**config.mk**
```make
export PLATFORM = sky130hd
export DESIGN_NAME = link_port_adaptor
export DESIGN_NICKNAME = d
export VERILOG_FILES = /design/src/rtl/lpa_pkg.sv /design/src/rtl/link_tx.sv /design/src/rtl/link_rx.sv /design/src/rtl/in_port_ctrl.sv /design/src/rtl/out_port_ctrl.sv /design/src/rtl/link_port_adaptor.sv
export SDC_FILE = /design/constraint.sdc
export NUM_CORES = 1
export LEC_CHECK = 0
export ABC_CLOCK_PERIOD_IN_PS = 2150
export BUFFER_PORTS_ARGS = -buffer_cell sky130_fd_sc_hd__buf_2
export CORE_ASPECT_RATIO = 2
export CORE_UTILIZATION = 55
export CTS_BUF_LIST = sky130_fd_sc_hd__clkbuf_16
export CTS_CLUSTER_DIAMETER = 100
export DETAILED_ROUTE_END_ITERATION = 8
export PLACE_DENSITY = 0.74
export SKIP_LAST_GASP = 1
export SYNTH_ARGS = -nofsm -noshare
export SYNTH_HDL_FRONTEND = slang
export SYNTH_SLANG_ARGS = --single-unit
```
**constraint.sdc**
```tcl
create_clock -name clk -period 2.15 [get_ports clk]
set_clock_uncertainty 0.05 [all_clocks]
set_input_delay 0.5375 -clock clk [delete_from_list [all_inputs] [get_ports clk]]
set_output_delay 0.5375 -clock clk [all_outputs]
set_load 0.005 [all_outputs]
```
**src/rtl/lpa_pkg.sv**
```systemverilog
package lpa_pkg;
  localparam int DATA_BITS  = 11;
  localparam int ACK_BITS   = 2;
  localparam logic [10:0] ACK_FRAME = 11'b00000000001;

  typedef enum logic [1:0] {IN_IDLE, IN_SEND, IN_WAIT, IN_HOLD} in_state_e;
  typedef enum logic [1:0] {OUT_IDLE, OUT_SHOW, OUT_DRAIN, OUT_ACK} out_state_e;
  typedef enum logic [1:0] {RX_IDLE, RX_TYPE, RX_DATA, RX_STOP} rx_state_e;

  // LSB leaves first: start, data-type flag, eight data bits, stop.
  function automatic logic [10:0] data_frame(input logic [7:0] b);
    return {1'b0, b, 2'b11};
  endfunction

  // Cycles from start detection to the centre of the type bit.
  function automatic int unsigned first_wait(input int unsigned period);
    return period + period / 2;
  endfunction
endpackage

```
**src/rtl/link_tx.sv**
```systemverilog
module link_tx #(
  parameter int BIT_SLOW = 8,
  parameter int BIT_FAST = 4,
  localparam int CW = $clog2(BIT_SLOW * 2)
) (
  input  logic       clk,
  input  logic       rst,
  input  logic       speed_fast,
  input  logic       data_req,
  input  logic [7:0] data_byte,
  input  logic       ack_req,
  output logic       data_done,
  output logic       ack_done,
  output logic       ack_start,
  output logic       line
);
  import lpa_pkg::*;
  localparam logic [CW-1:0] RELOAD_SLOW = CW'(BIT_SLOW - 1);
  localparam logic [CW-1:0] RELOAD_FAST = CW'(BIT_FAST - 1);

  logic          busy, is_ack, fin;
  logic [10:0]   shreg;
  logic [3:0]    left;
  logic [CW-1:0] cnt, reload;
  logic          can_start;

  assign reload    = speed_fast ? RELOAD_FAST : RELOAD_SLOW;
  assign can_start = !busy && !fin;
  assign ack_start = can_start && ack_req;

  always_ff @(posedge clk) begin
    if (rst) begin
      busy <= 1'b0; is_ack <= 1'b0; fin <= 1'b0;
      shreg <= '0; left <= '0; cnt <= '0; line <= 1'b0;
      data_done <= 1'b0; ack_done <= 1'b0;
    end else begin
      fin <= 1'b0; data_done <= 1'b0; ack_done <= 1'b0;
      if (can_start && (ack_req || data_req)) begin
        logic [10:0] fr;
        fr      = ack_req ? ACK_FRAME : data_frame(data_byte);
        is_ack  <= ack_req;
        busy    <= 1'b1;
        line    <= fr[0];
        shreg   <= fr >> 1;
        left    <= ack_req ? 4'(ACK_BITS - 1) : 4'(DATA_BITS - 1);
        cnt     <= reload;
      end else if (busy) begin
        if (cnt != '0) begin
          cnt <= cnt - 1'b1;
        end else if (left != '0) begin
          line  <= shreg[0];
          shreg <= shreg >> 1;
          left  <= left - 1'b1;
          cnt   <= reload;
        end else begin
          busy      <= 1'b0;
          line      <= 1'b0;
          fin       <= 1'b1;
          data_done <= !is_ack;
          ack_done  <= is_ack;
        end
      end
    end
  end
endmodule

```
**src/rtl/link_rx.sv**
```systemverilog
module link_rx #(
  parameter int BIT_SLOW = 8,
  parameter int BIT_FAST = 4,
  localparam int CW = $clog2(BIT_SLOW * 2)
) (
  input  logic       clk,
  input  logic       rst,
  input  logic       speed_fast,
  input  logic       line,
  output logic       ack_evt,
  output logic       data_evt,
  output logic [7:0] data_byte
);
  import lpa_pkg::*;
  localparam logic [CW-1:0] RELOAD_SLOW = CW'(BIT_SLOW - 1);
  localparam logic [CW-1:0] RELOAD_FAST = CW'(BIT_FAST - 1);
  localparam logic [CW-1:0] FIRST_SLOW  = CW'(first_wait(BIT_SLOW));
  localparam logic [CW-1:0] FIRST_FAST  = CW'(first_wait(BIT_FAST));

  logic [1:0]    sync;
  logic          bit_in;
  rx_state_e     st;
  logic [CW-1:0] cnt;
  logic [2:0]    idx;
  logic [7:0]    shreg;

  assign bit_in = sync[1];

  always_ff @(posedge clk) begin
    if (rst) sync <= 2'b00;
    else     sync <= {sync[0], line};
  end

  always_ff @(posedge clk) begin
    if (rst) begin
      st <= RX_IDLE; cnt <= '0; idx <= '0; shreg <= '0;
      ack_evt <= 1'b0; data_evt <= 1'b0; data_byte <= '0;
    end else begin
      ack_evt <= 1'b0; data_evt <= 1'b0;
      case (st)
        RX_IDLE: if (bit_in) begin
          cnt <= speed_fast ? FIRST_FAST : FIRST_SLOW;
          st  <= RX_TYPE;
        end
        RX_TYPE: if (cnt != '0) cnt <= cnt - 1'b1;
          else if (bit_in) begin
            st <= RX_DATA; idx <= '0;
            cnt <= speed_fast ? RELOAD_FAST : RELOAD_SLOW;
          end else begin
            ack_evt <= 1'b1; st <= RX_IDLE;
          end
        RX_DATA: if (cnt != '0) cnt <= cnt - 1'b1;
          else begin
            shreg <= {bit_in, shreg[7:1]};
            idx   <= idx + 1'b1;
            cnt   <= speed_fast ? RELOAD_FAST : RELOAD_SLOW;
            if (idx == 3'd7) st <= RX_STOP;
          end
        RX_STOP: if (cnt != '0) cnt <= cnt - 1'b1;
          else begin
            data_evt  <= 1'b1;
            data_byte <= shreg;
            st        <= RX_IDLE;
          end
        default: st <= RX_IDLE;
      endcase
    end
  end
endmodule

```
**src/rtl/in_port_ctrl.sv**
```systemverilog
module in_port_ctrl (
  input  logic       clk,
  input  logic       rst,
  input  logic [7:0] in_data,
  input  logic       in_valid,
  output logic       in_ack,
  output logic       data_req,
  output logic [7:0] data_byte,
  output logic       capture,
  input  logic       data_done,
  input  logic       remote_ack
);
  import lpa_pkg::*;
  in_state_e st;
  logic      valid_q;

  assign capture  = (st == IN_IDLE) && in_valid && !valid_q;
  assign data_req = (st == IN_SEND);

  always_ff @(posedge clk) begin
    if (rst) begin
      st <= IN_IDLE; valid_q <= 1'b0; in_ack <= 1'b0; data_byte <= '0;
    end else begin
      valid_q <= in_valid;
      case (st)
        IN_IDLE: if (capture) begin
          data_byte <= in_data;
          st        <= IN_SEND;
        end
        IN_SEND: if (data_done) st <= IN_WAIT;
        IN_WAIT: if (remote_ack) begin
          in_ack <= 1'b1;
          st     <= IN_HOLD;
        end
        IN_HOLD: if (!in_valid) begin
          in_ack <= 1'b0;
          st     <= IN_IDLE;
        end
        default: st <= IN_IDLE;
      endcase
    end
  end
endmodule

```
**src/rtl/out_port_ctrl.sv**
```systemverilog
module out_port_ctrl (
  input  logic       clk,
  input  logic       rst,
  input  logic       rx_data_evt,
  input  logic [7:0] rx_byte,
  output logic [7:0] out_data,
  output logic       out_valid,
  input  logic       out_ack,
  output logic       ack_req,
  input  logic       ack_done
);
  import lpa_pkg::*;
  out_state_e st;

  assign ack_req = (st == OUT_ACK);

  always_ff @(posedge clk) begin
    if (rst) begin
      st <= OUT_IDLE; out_valid <= 1'b0; out_data <= '0;
    end else begin
      case (st)
        OUT_IDLE: if (rx_data_evt) begin
          out_data  <= rx_byte;
          out_valid <= 1'b1;
          st        <= OUT_SHOW;
        end
        OUT_SHOW: if (out_ack) begin
          out_valid <= 1'b0;
          st        <= OUT_DRAIN;
        end
        OUT_DRAIN: if (!out_ack) st <= OUT_ACK;
        OUT_ACK:   if (ack_done) st <= OUT_IDLE;
        default:   st <= OUT_IDLE;
      endcase
    end
  end
endmodule

```
**src/rtl/link_port_adaptor.sv**
```systemverilog
module link_port_adaptor #(
  parameter int BIT_SLOW = 8,
  parameter int BIT_FAST = 4
) (
  input  logic       clk,
  input  logic       rst,
  input  logic       speed_fast,
  input  logic [7:0] in_data,
  input  logic       in_valid,
  output logic       in_ack,
  output logic [7:0] out_data,
  output logic       out_valid,
  input  logic       out_ack,
  input  logic       link_in,
  output logic       link_out
);
  // Named internal events, also used by the bound checker.
  logic       in_capture, data_req, data_done;
  logic       ack_req, ack_done, ack_start;
  logic       rx_ack_evt, rx_data_evt;
  logic [7:0] tx_byte, rx_byte;

  in_port_ctrl u_in (
    .clk, .rst, .in_data, .in_valid, .in_ack,
    .data_req, .data_byte(tx_byte), .capture(in_capture),
    .data_done, .remote_ack(rx_ack_evt)
  );

  out_port_ctrl u_out (
    .clk, .rst, .rx_data_evt, .rx_byte, .out_data, .out_valid,
    .out_ack, .ack_req, .ack_done
  );

  link_tx #(.BIT_SLOW(BIT_SLOW), .BIT_FAST(BIT_FAST)) u_tx (
    .clk, .rst, .speed_fast, .data_req, .data_byte(tx_byte), .ack_req,
    .data_done, .ack_done, .ack_start, .line(link_out)
  );

  link_rx #(.BIT_SLOW(BIT_SLOW), .BIT_FAST(BIT_FAST)) u_rx (
    .clk, .rst, .speed_fast, .line(link_in),
    .ack_evt(rx_ack_evt), .data_evt(rx_data_evt), .data_byte(rx_byte)
  );
endmodule

```
==> flow_summary_export.csv <==
group,metric,value,unit
run_status,status,"finished, violations left",
run_status,violations,"design-rule violations",
timing,setup_violations,0,
setup_path,r2r_cells,7,
timing,fin_crit_sh,87.0,%
routing,drt-pass1-iter-count,6,
die,pin_count,25,
global_routing,grt_util_all_layers,23.5,%
setup_path,crit_path_max_incr_delay,0.36,ns
routing,vias,2781,
yosys,ys_ff_latch,75,
clock_tree,clock-sinks,75,
die,rows,40,
yosys,synth_top_area_share,43.8,%
routing,wl_per_cell,14.5,µm
timing,fin_ws,0.279,ns
yosys,seq_area_frac_synth,43.8,%
global_routing,antenna_found_initial,0,
timing,hold-worst-slack,0.361,ns
timing,layout_min_cycle_time,1.87,ns
place,portBuffers,24,
routing,ant_nets,0,
die,die_area,6560,µm²
routing,totalWireLength,7010,µm
job,drv_cap,0,
setup_path,cp_slowest_cell,"a211oi_4",
timing,hold_viol_final,0,
timing,slew-limit-headroom,62.1,%
clock_tree,postCtsHoldBufs,0,
setup_path,end_kind,"register",
worst_hold_path,hp-class,"in2reg",
global_routing,met1_usage,21.3,%
clock_tree,cts-root-to-sink-buffers,2,
cells_and_area,finalNonFillerCells,482,
cells_and_area,final_util,64.4,%
cells_and_area,n_antenna_cell,0,
pwr,pwr_density_cell,1230,nW/µm²
yosys,ys.flop_type,"dfxtp_1",
yosys,synth_top_area_cell,"dfxtp_1",
cells_and_area,finish.instance_area,3860,µm²
yosys,synthTopCellsByCount,"dfxtp_1, nand2_1, a21oi_1",
pwr,p_leak,1.51,nW
setup_path,critPathArrivalTime,2.05,ns
clock_tree,path_clk_slew,0.05,ns
setup_path,cp-start-kind,"register",
timing,tightest_slew,0.567,ns
clock_tree,cts_tree,"built",
place,hpwl,5180,µm
cells_and_area,drive_gt1_share,13.1,%
yosys,synthArstFlopShare,0,%
clock_tree,cts.repair.resized,0,
clock_tree,clock_latency,0.34,ns
die,dieHeight,114,µm
yosys,synth_cell_types,60,
timing,fmax,535,MHz
pwr,p_total,4.75,mW
setup_path,crit_required,2.33,ns
global_routing,grt_pass1_wl,11800,µm
timing,fin_tns_setup,0,ns
place,dpl_cell_area,3590,µm²
global_routing,grtUsageMet2,46.1,%
place,dp.cells,467,
global_routing,grt_pass1_vias,2756,
worst_hold_path,hold_path_depth,2,
global_routing,gr-total-overflow,0,
cells_and_area,layout.nets,450,
die,start_util,57.0,%
place,gp_congestion,0.860,
clock_tree,htreeDepth,3,
clock_tree,cts-root-buf,"clkbuf_16",
timing,rsz0062_at_grt,"false",
yosys,syn_inst,391,
routing,routed_via_density,5.77,
die,coreArea,6010,µm²
place,place_ws,0.302,ns
yosys,synth_edf_count,0,
routing,first_iter_violations,110,
global_routing,grt_max_degree,23,
cells_and_area,fillers,519,
setup_path,crit_fanout,9,
clock_tree,post_cts_buffers,0,
timing,report.final.slew_viol_count,0,
yosys,ys_warn_count,0,
clock_tree,cts_buffers,9,
pwr,ir_drop,598,µV
setup_path,path_cells,"inv_1 > ha_1 > nor4bb_1 > buf_4 > a211oi_4 > o21ai_1 > o221a_1",
global_routing,use_met3,4.54,%
die,die_x,57.8,µm
yosys,syn_nets,426,
global_routing,busiest_layer,"met2",
cells_and_area,area_delta_synth_final,12.9,%
setup_path,timing_worst_setup_path_type,"reg2reg",
routing,drc_errors,3,
yosys,syn_area_per_cell,8.76,µm²
yosys,synth_area_leaders,"dfxtp_1, ha_1, nand2_1",
yosys,yosysMostFrequentCell,"dfxtp_1",
yosys,synth_area,3420,µm²
[flip-flops by register name (all words and copies together), names as in the netlist, named ones only]
signal,flops
u_tx.fin,1
u_in.st,2
u_tx.line,1
u_out.st,2
u_tx.data_done,1
u_tx.is_ack,1
u_rx.shreg,8
u_out.out_valid,1
u_rx.data_evt,1
u_in.in_ack,1
u_rx.data_byte,8
u_in.valid_q,1
u_rx.sync,2
u_tx.left,4
u_tx.cnt,4
u_out.out_data,8
u_rx.ack_evt,1
u_rx.cnt,4
u_tx.shreg,9
u_tx.busy,1
u_rx.idx,3
u_tx.ack_done,1
u_in.data_byte,8
u_rx.st,1
[layout by cell type, fill, tap and decap left out, types with 6 or more instances in the layout]
cell type	synthesis	routed
clkbuf_16	0	9
inv_1	17	18
mux2i_1	12	12
o21ai_0	6	6
nand2_1	57	57
a311oi_1	8	8
nor2b_1	9	9
a211oi_1	6	6
a21oi_1	40	40
dfxtp_1	75	75
ha_1	21	21
nand3_1	20	20
buf_2	5	24
buf_4	1	7
nor3_1	14	14
nor2_1	30	30
[power breakdown]
group / total (mW) / internal [mW] / switching [mW]
clock: 1.41 / 0.870 / 0.537
combinational: 1.54 / 0.640 / 0.902
sequential: 1.80 / 1.62 / 0.181
total: 4.75 / 3.13 / 1.62
[final timing paths]
check / start / to / slack (ns)
worst max-delay path: u_rx.cnt[0]$_SDFFE_PP0P_ / u_rx.cnt[3]$_SDFFE_PP0P_ / 0.28
worst min-delay path: link_in / u_rx.sync[0]$_SDFF_PP0_ / 0.36
worst max register to register: u_rx.cnt[0]$_SDFFE_PP0P_ / u_rx.cnt[3]$_SDFFE_PP0P_ / 0.28
worst min register to register: u_rx.shreg[0]$_SDFFE_PP0P_ / u_rx.data_byte[0]$_SDFFE_PP0N_ / 0.40
[critical path, delay by kind of cell, from the launching register on]
family                   cells  cell delay (ns)
AO/OA/AOI/OAI                3             0.69
adder cells (fa/ha/maj)      1             0.24
buffers and inverters        2             0.26
flip-flops                   1             0.35
AND/OR/NAND/NOR              1             0.15
[cell families (layout without fill, tap and decap cells)]
| kind of cell | count (synthesis) | after routing | synth area share [%] |
|---|---|---|---|
| and+or+nand+nor | 160 | 160 | 23.3 |
| adders and majority gates | 21 | 21 | 7.67 |
| muxes | 12 | 12 | 3.51 |
| DFF | 75 | 75 | 43.8 |
| AOI/OAI and AO/OA | 83 | 83 | 16.2 |
| buffers and inverters | 36 | 64 | 4.46 |
| xor gates and xnor gates | 4 | 4 | 1.02 |
[cell type report]
type | count | area, µm² | share of cell area [%]
tap | 63 | 78.8 | 2.04
multi-input combinational | 280 | 1770 | 45.8
sequential | 75 | 1500 | 38.8
timing repair buffer | 31 | 173 | 4.47
clock buffer | 9 | 225 | 5.83
clock inverter | 6 | 48.8 | 1.26
inverter | 18 | 67.6 | 1.75
[routing by layer]
| layer | wire length [µm] | vias up | part of all wire, % |
|---|---|---|---|
| met5 | 0 | - | 0 |
| met4 | 220 | 0 | 3.1 |
| met3 | 184 | 16 | 2.6 |
| met2 | 3980 | 39 | 57 |
| met1 | 2630 | 1317 | 37 |
| li1 | - | 1409 | - |
Power figures use the tool's default switching activity.
